[config.mk]
export PLATFORM = sky130hd
export DESIGN_NAME = pcm_serial_port
export DESIGN_NICKNAME = d
export VERILOG_FILES = /design/src/rtl/pcm_port_pkg.sv /design/src/rtl/pcm_frame_ctrl.sv /design/src/rtl/pcm_tx_path.sv /design/src/rtl/pcm_rx_path.sv /design/src/rtl/pcm_serial_port.sv
export SDC_FILE = /design/constraint.sdc
export NUM_CORES = 1
export LEC_CHECK = 0
export BUFFER_PORTS_ARGS = -buffer_cell sky130_fd_sc_hd__buf_2
export CORE_UTILIZATION = 55
export CTS_CLUSTER_SIZE = 14
export DETAILED_ROUTE_END_ITERATION = 8
export GPL_ROUTABILITY_DRIVEN = 0
export PLACE_DENSITY = 0.73
export SYNTH_ARGS = -nofsm -noshare
export SYNTH_HDL_FRONTEND = slang
export SYNTH_SLANG_ARGS = --single-unit
export TNS_END_PERCENT = 50
[constraint.sdc]
create_clock -name clk -period 4.3 [get_ports clk]
set_input_delay 0.86 -clock clk [delete_from_list [all_inputs] [get_ports clk]]
set_output_delay 0.86 -clock clk [all_outputs]
set_load 0.05 [all_outputs]
[src/rtl/pcm_port_pkg.sv]
package pcm_port_pkg;

  typedef enum logic {
    SYNC_LONG  = 1'b0,
    SYNC_SHORT = 1'b1
  } syncMode_e;

  // Strobes from the frame control to a data path, valid for one clk
  typedef struct packed {
    logic start;   // frame begins: load word / reset bit position
    logic shift;   // rising bit-clock edge inside the frame, bits 2..8
    logic sample;  // falling bit-clock edge inside the frame
    logic finish;  // falling edge that closes the 8th bit period
  } pcmStrobe_t;

endpackage

[src/rtl/pcm_frame_ctrl.sv]
module pcm_frame_ctrl
  import pcm_port_pkg::*;
#(
  parameter int WORD_BITS = 8
) (
  input  logic       clk,
  input  logic       rstN,
  input  logic       frameMode,
  input  logic       bitClk,
  input  logic       frameSync,
  output pcmStrobe_t stb
);

  localparam int CNT_W = $clog2(WORD_BITS);
  localparam logic [CNT_W-1:0] LAST_BIT = CNT_W'(WORD_BITS - 1);

  logic             bitClkQ;
  logic             syncSeen;   // long mode: this sync level already began a frame
  logic             syncArmed;  // short mode: sync seen on a falling edge
  logic             active;
  logic [CNT_W-1:0] bitCnt;

  logic bRise, bFall, longStart, shortStart;

  always_comb begin
    bRise      = bitClk & ~bitClkQ;
    bFall      = ~bitClk & bitClkQ;
    longStart  = (frameMode == SYNC_LONG) & frameSync & bitClk & ~syncSeen;
    shortStart = (frameMode == SYNC_SHORT) & bRise & syncArmed;
    stb.start  = longStart | shortStart;
    stb.shift  = active & bRise & ~stb.start & (bitCnt != '0);
    stb.sample = active & bFall & ~stb.start;
    stb.finish = stb.sample & (bitCnt == LAST_BIT);
  end

  always_ff @(posedge clk or negedge rstN) begin
    if (!rstN) begin
      bitClkQ   <= 1'b0;
      syncSeen  <= 1'b0;
      syncArmed <= 1'b0;
      active    <= 1'b0;
      bitCnt    <= '0;
    end else begin
      bitClkQ <= bitClk;

      if (!frameSync)     syncSeen <= 1'b0;
      else if (longStart) syncSeen <= 1'b1;

      if (shortStart)                             syncArmed <= 1'b0;
      else if ((frameMode == SYNC_SHORT) && bFall) syncArmed <= frameSync;

      if (stb.start) begin
        active <= 1'b1;
        bitCnt <= '0;
      end else if (stb.sample) begin
        if (stb.finish) active <= 1'b0;
        else            bitCnt <= bitCnt + 1'b1;
      end
    end
  end

  AST_FINISH_IDLE: assert property (@(posedge clk) disable iff (!rstN)
    stb.finish |=> !active);

  AST_START_RESETS_COUNT: assert property (@(posedge clk) disable iff (!rstN)
    stb.start |=> (active && bitCnt == '0));

  AST_NO_SHIFT_AT_FALL: assert property (@(posedge clk) disable iff (!rstN)
    !(stb.shift && stb.sample));

endmodule

[src/rtl/pcm_tx_path.sv]
module pcm_tx_path
  import pcm_port_pkg::*;
#(
  parameter int WORD_BITS = 8
) (
  input  logic                 clk,
  input  logic                 rstN,
  input  logic                 frameMode,
  input  logic                 frameSync,
  input  pcmStrobe_t           stb,
  input  logic [WORD_BITS-1:0] txWord,
  output logic                 txData,
  output logic                 txOe
);

  logic [WORD_BITS-1:0] shiftReg;
  logic                 holdTail;  // long mode: bits done, sync still high

  always_ff @(posedge clk or negedge rstN) begin
    if (!rstN) begin
      shiftReg <= '0;
      txOe     <= 1'b0;
      holdTail <= 1'b0;
    end else if (stb.start) begin
      shiftReg <= txWord;
      txOe     <= 1'b1;
      holdTail <= 1'b0;
    end else begin
      if (stb.shift) shiftReg <= {shiftReg[WORD_BITS-2:0], 1'b0};
      if (stb.finish) begin
        if ((frameMode == SYNC_SHORT) || !frameSync) txOe <= 1'b0;
        else                                         holdTail <= 1'b1;
      end else if (holdTail && !frameSync) begin
        txOe     <= 1'b0;
        holdTail <= 1'b0;
      end
    end
  end

  assign txData = txOe & shiftReg[WORD_BITS-1];

  AST_DRIVE_ON_START: assert property (@(posedge clk) disable iff (!rstN)
    stb.start |=> txOe);

  AST_BIT_HELD: assert property (@(posedge clk) disable iff (!rstN)
    (txOe && !stb.start && !stb.shift) |=> (!txOe || $stable(txData)));

  AST_SHORT_RELEASE: assert property (@(posedge clk) disable iff (!rstN)
    (frameMode == SYNC_SHORT && stb.finish) |=> !txOe);

  AST_LONG_TAIL_HOLD: assert property (@(posedge clk) disable iff (!rstN)
    (frameMode == SYNC_LONG && stb.finish && frameSync) |=> txOe);

  AST_QUIET_WHEN_OFF: assert property (@(posedge clk) disable iff (!rstN)
    !txOe |-> !txData);

endmodule

[src/rtl/pcm_rx_path.sv]
module pcm_rx_path
  import pcm_port_pkg::*;
#(
  parameter int WORD_BITS = 8
) (
  input  logic                 clk,
  input  logic                 rstN,
  input  pcmStrobe_t           stb,
  input  logic                 rxData,
  output logic [WORD_BITS-1:0] rxWord,
  output logic                 rxValid
);

  logic [WORD_BITS-1:0] shiftReg;

  always_ff @(posedge clk or negedge rstN) begin
    if (!rstN) begin
      shiftReg <= '0;
      rxWord   <= '0;
      rxValid  <= 1'b0;
    end else begin
      rxValid <= 1'b0;
      if (stb.sample) shiftReg <= {shiftReg[WORD_BITS-2:0], rxData};
      if (stb.finish) begin
        rxWord  <= {shiftReg[WORD_BITS-2:0], rxData};
        rxValid <= 1'b1;
      end
    end
  end

  AST_VALID_PULSE: assert property (@(posedge clk) disable iff (!rstN)
    rxValid |=> !rxValid);

  AST_STROBES_EXCLUSIVE: assert property (@(posedge clk) disable iff (!rstN)
    $onehot0({stb.start, stb.shift, stb.sample}));

  AST_WORD_HELD: assert property (@(posedge clk) disable iff (!rstN)
    !stb.finish |=> $stable(rxWord));

endmodule

[src/rtl/pcm_serial_port.sv]
module pcm_serial_port
  import pcm_port_pkg::*;
#(
  parameter int WORD_BITS = 8
) (
  input  logic                 clk,
  input  logic                 rstN,
  input  logic                 frameMode,
  input  logic [WORD_BITS-1:0] txWord,
  input  logic                 txBclk,
  input  logic                 txFs,
  output logic                 txData,
  output logic                 txOe,
  input  logic                 rxBclk,
  input  logic                 rxFs,
  input  logic                 rxData,
  output logic [WORD_BITS-1:0] rxWord,
  output logic                 rxValid
);

  pcmStrobe_t txStb, rxStb;

  pcm_frame_ctrl #(.WORD_BITS(WORD_BITS)) u_txCtrl (
    .clk(clk), .rstN(rstN), .frameMode(frameMode),
    .bitClk(txBclk), .frameSync(txFs), .stb(txStb)
  );

  pcm_tx_path #(.WORD_BITS(WORD_BITS)) u_txPath (
    .clk(clk), .rstN(rstN), .frameMode(frameMode), .frameSync(txFs),
    .stb(txStb), .txWord(txWord), .txData(txData), .txOe(txOe)
  );

  pcm_frame_ctrl #(.WORD_BITS(WORD_BITS)) u_rxCtrl (
    .clk(clk), .rstN(rstN), .frameMode(frameMode),
    .bitClk(rxBclk), .frameSync(rxFs), .stb(rxStb)
  );

  pcm_rx_path #(.WORD_BITS(WORD_BITS)) u_rxPath (
    .clk(clk), .rstN(rstN), .stb(rxStb), .rxData(rxData),
    .rxWord(rxWord), .rxValid(rxValid)
  );

endmodule

==> flow_summary.toml <==
[route]
viasPerCell = 5.69
wl_met3_microns = 126
ant_nets = 0
drc_errors = 0
top_layer = "met4"
wl_per_cell_microns = 14.5
drt-pass1-iter-count = 4
routed_wl_microns = 3370
wl_met1_microns = 1560
route.vias.total = 1319
met2_length_microns = 1640
drt_iter0_markers = 39

[sta]
min_period_ps = 2010
finalWorstSetupSlack_ps = 2290
hold_viol_final = 0
max_freq_mhz = 497
setup_tns_ps = 0
hold_slack_ps = 498
rsz0062_at_grt = "false"
maxSlewViolCount = 0
finalSetupViolations = 0
slew_headroom_pct = 42.3
clock_skew_ps = 4.49
min_period_over_period_pct = 46.8
worst_pin_slew_ps = 865

[worst_setup_path]
cp.required_ps = 3440
cp_slowest_stage_delay_ps = 420
crit_slowest_cell = "dfrtp_1"
crit_chain = "and2_1, buf_2"
reg2reg_slack_ps = 2540
crit_type = "register to output port"
crit_path_start_kind = "register"
r2r_cells = 5
rr_endpoint = "u_txPath.shiftReg[4]"
cp-end-kind = "output port"
rr_startpoint = "u_txCtrl.bitCnt[0]"
arrival_ps = 1150
crit_path_max_fanout = 4

[global_route]
grt_pass1_vias = 1268
grt_pass1_wl_microns = 5810
track_usage_pct = 21.6
overflow = 0
antenna_found_initial = 0
grt_max_degree = 41

[logic_synthesis]
synth_compound_area_share_pct = 12.3
synth_seq_cells = 40
yosys.cell_types.count = 38
synthTopCellsByArea = "dfrtp_1 52%, mux2_1 9.4%, ha_1 3.3%"
syn_nets = 182
ys.flop_type = "dfrtp_1"
synth_edf_count = 0
ys_seq_area_share_pct = 52.2
synth_xor_area_share_pct = 0.914
yosys-mux-area-fraction_pct = 10.4
synth_top_area_cell = "dfrtp_1"
synth_cells = 161
synthAdderAreaFrac_pct = 3.26
yosysTopAreaCellShare_pct = 52.2
yosys_warnings = 0
synth_common_cells = "40 x dfrtp_1, 16 x mux2_1, 13 x nand2_1"
synthMostInstantiatedCell = "dfrtp_1"
synth_top_family_by_area = "simple AND/OR/NAND/NOR gates"
ys_async_sr_fraction_pct = 100
synth_area_per_cell_sq_um = 11.9
syn_area_sq_um = 1920
synth_simple_gate_area_share_pct = 16.2

[clock_tree]
postCtsSetupRepairBufs = 0
clockBufferDepth = 2
postCtsHoldBufs = 0
clk_latency_ps = 350
htreeDepth = 2
cts_tree = "yes"
ctsResizeCount = 0
clkSinkCount = 40
root_buffer = "clkbuf_4"
path_clk_slew_ps = 120
cts_made_buffers = 5

[pwr]
pwr_density_cell_nw_per_um2 = 548
leakage_uw = 0.00102
total_power_uw = 1160
peakVddDrop_uv = 307

[final_layout]
nets = 206
n_fill_cell = 302
antenna_cells = 0
area_growth_pct = 10.3
drive_above_1_share_pct = 22.0

[worst_hold_path]
hold_path_class = "register to register"
min_from = "u_rxPath.rxWord[7]"
hold_path_depth = 1
worstHoldEndpoint = "u_rxPath.rxWord[7]"

[placement]
numPortBuffers = 26
dp_slack_ps = 2110
dp_hpwl_microns = 2380

[flow_run]
drv_cap = 0

[floorplanning]
die_area_sq_um = 3730
start_util_pct = 57.4
fp.dieH_microns = 61.0
core_area_sq_um = 3340
io_pins = 27
core.rowCount = 21
die_w_microns = 61.0

[run_status]
status = "complete, no violations"
## state kept, by name, summed over array words and instances, names as in the netlist, 3 cells and up
register           count
u_txPath.shiftReg      8
u_rxPath.shiftReg      7
u_txCtrl.bitCnt        3
u_rxPath.rxWord        8
u_rxCtrl.bitCnt        3
## cells by family after synthesis
family | count (synthesis)
and+or+nand+nor | 45
buffers and inverters | 14
adders and majority gates | 5
DFF | 40
muxes | 18
xor gates and xnor gates | 2
AOI/OAI and AO/OA | 37
## critical path: cells and delay by family (launching register included)
family | cells | cell delay, ps
flip-flops | 1 | 420
buffers and inverters | 1 | 260
AND/OR/NAND/NOR | 1 | 130
## cells in the final DEF, fill, tap and decap left out, types with 5 or more instances in the layout
| cell type | instances |
|---|---|
| a21oi_1 | 12 |
| a31oi_1 | 9 |
| buf_2 | 26 |
| clkbuf_4 | 5 |
| dfrtp_1 | 40 |
| ha_1 | 5 |
| inv_1 | 5 |
| mux2_1 | 16 |
| nand2_1 | 13 |
| nor2b_1 | 5 |
| o31ai_1 | 7 |
## stage by stage
step           instances  instance area [sq um]  utilization, %
2_1_floorplan        161                   1920               -
3_3_place_gp         224                   2030            61.0
3_5_place_dp         224                   2030            61.0
4_1_cts              232                   2110            63.4
5_1_grt              232                   2110            63.4
6_report             232                   2110            63.4
## routing by layer
layer | vias up | track usage [%]
li1 | 635 | -
met2 | 31 | 34.6
met4 | 0 | 8.44
met5 | - | 0
met1 | 649 | 27.9
met3 | 4 | 6.09
## cell type report
cell class | instances | area, sq um | area share, %
Inverter | 5 | 18.8 | 0.888
Clock buffer | 5 | 37.5 | 1.78
Multi-Input combinational cell | 107 | 827 | 39.1
Clock inverter | 3 | 42.5 | 2.01
Tap cell | 46 | 57.6 | 2.72
Timing Repair Buffer | 26 | 130 | 6.15
Sequential cell | 40 | 1000 | 47.3
## where the power goes
part	leakage (uW)	switching, uW	total (uW)	internal (uW)
logic	0.000485	206	345	140
clock network	0.0000412	128	250	121
registers	0.000495	73.5	563	490
total	0.00102	408	1160	751
## worst max-delay path by stage
stage	depth (start not counted)	to	startpoint
6_report	2	txData	u_txPath.txOe
5_1_grt	2	txData	u_txPath.txOe
4_1_cts	2	txData	u_txPath.txOe
3_5_place_dp	4	u_txPath.shiftReg[0]	frameMode
3_3_place_gp	4	u_txPath.shiftReg[0]	frameMode
2_1_floorplan	1	txData	u_txPath.txOe
Note: power is estimated with default switching activity, not from simulation.
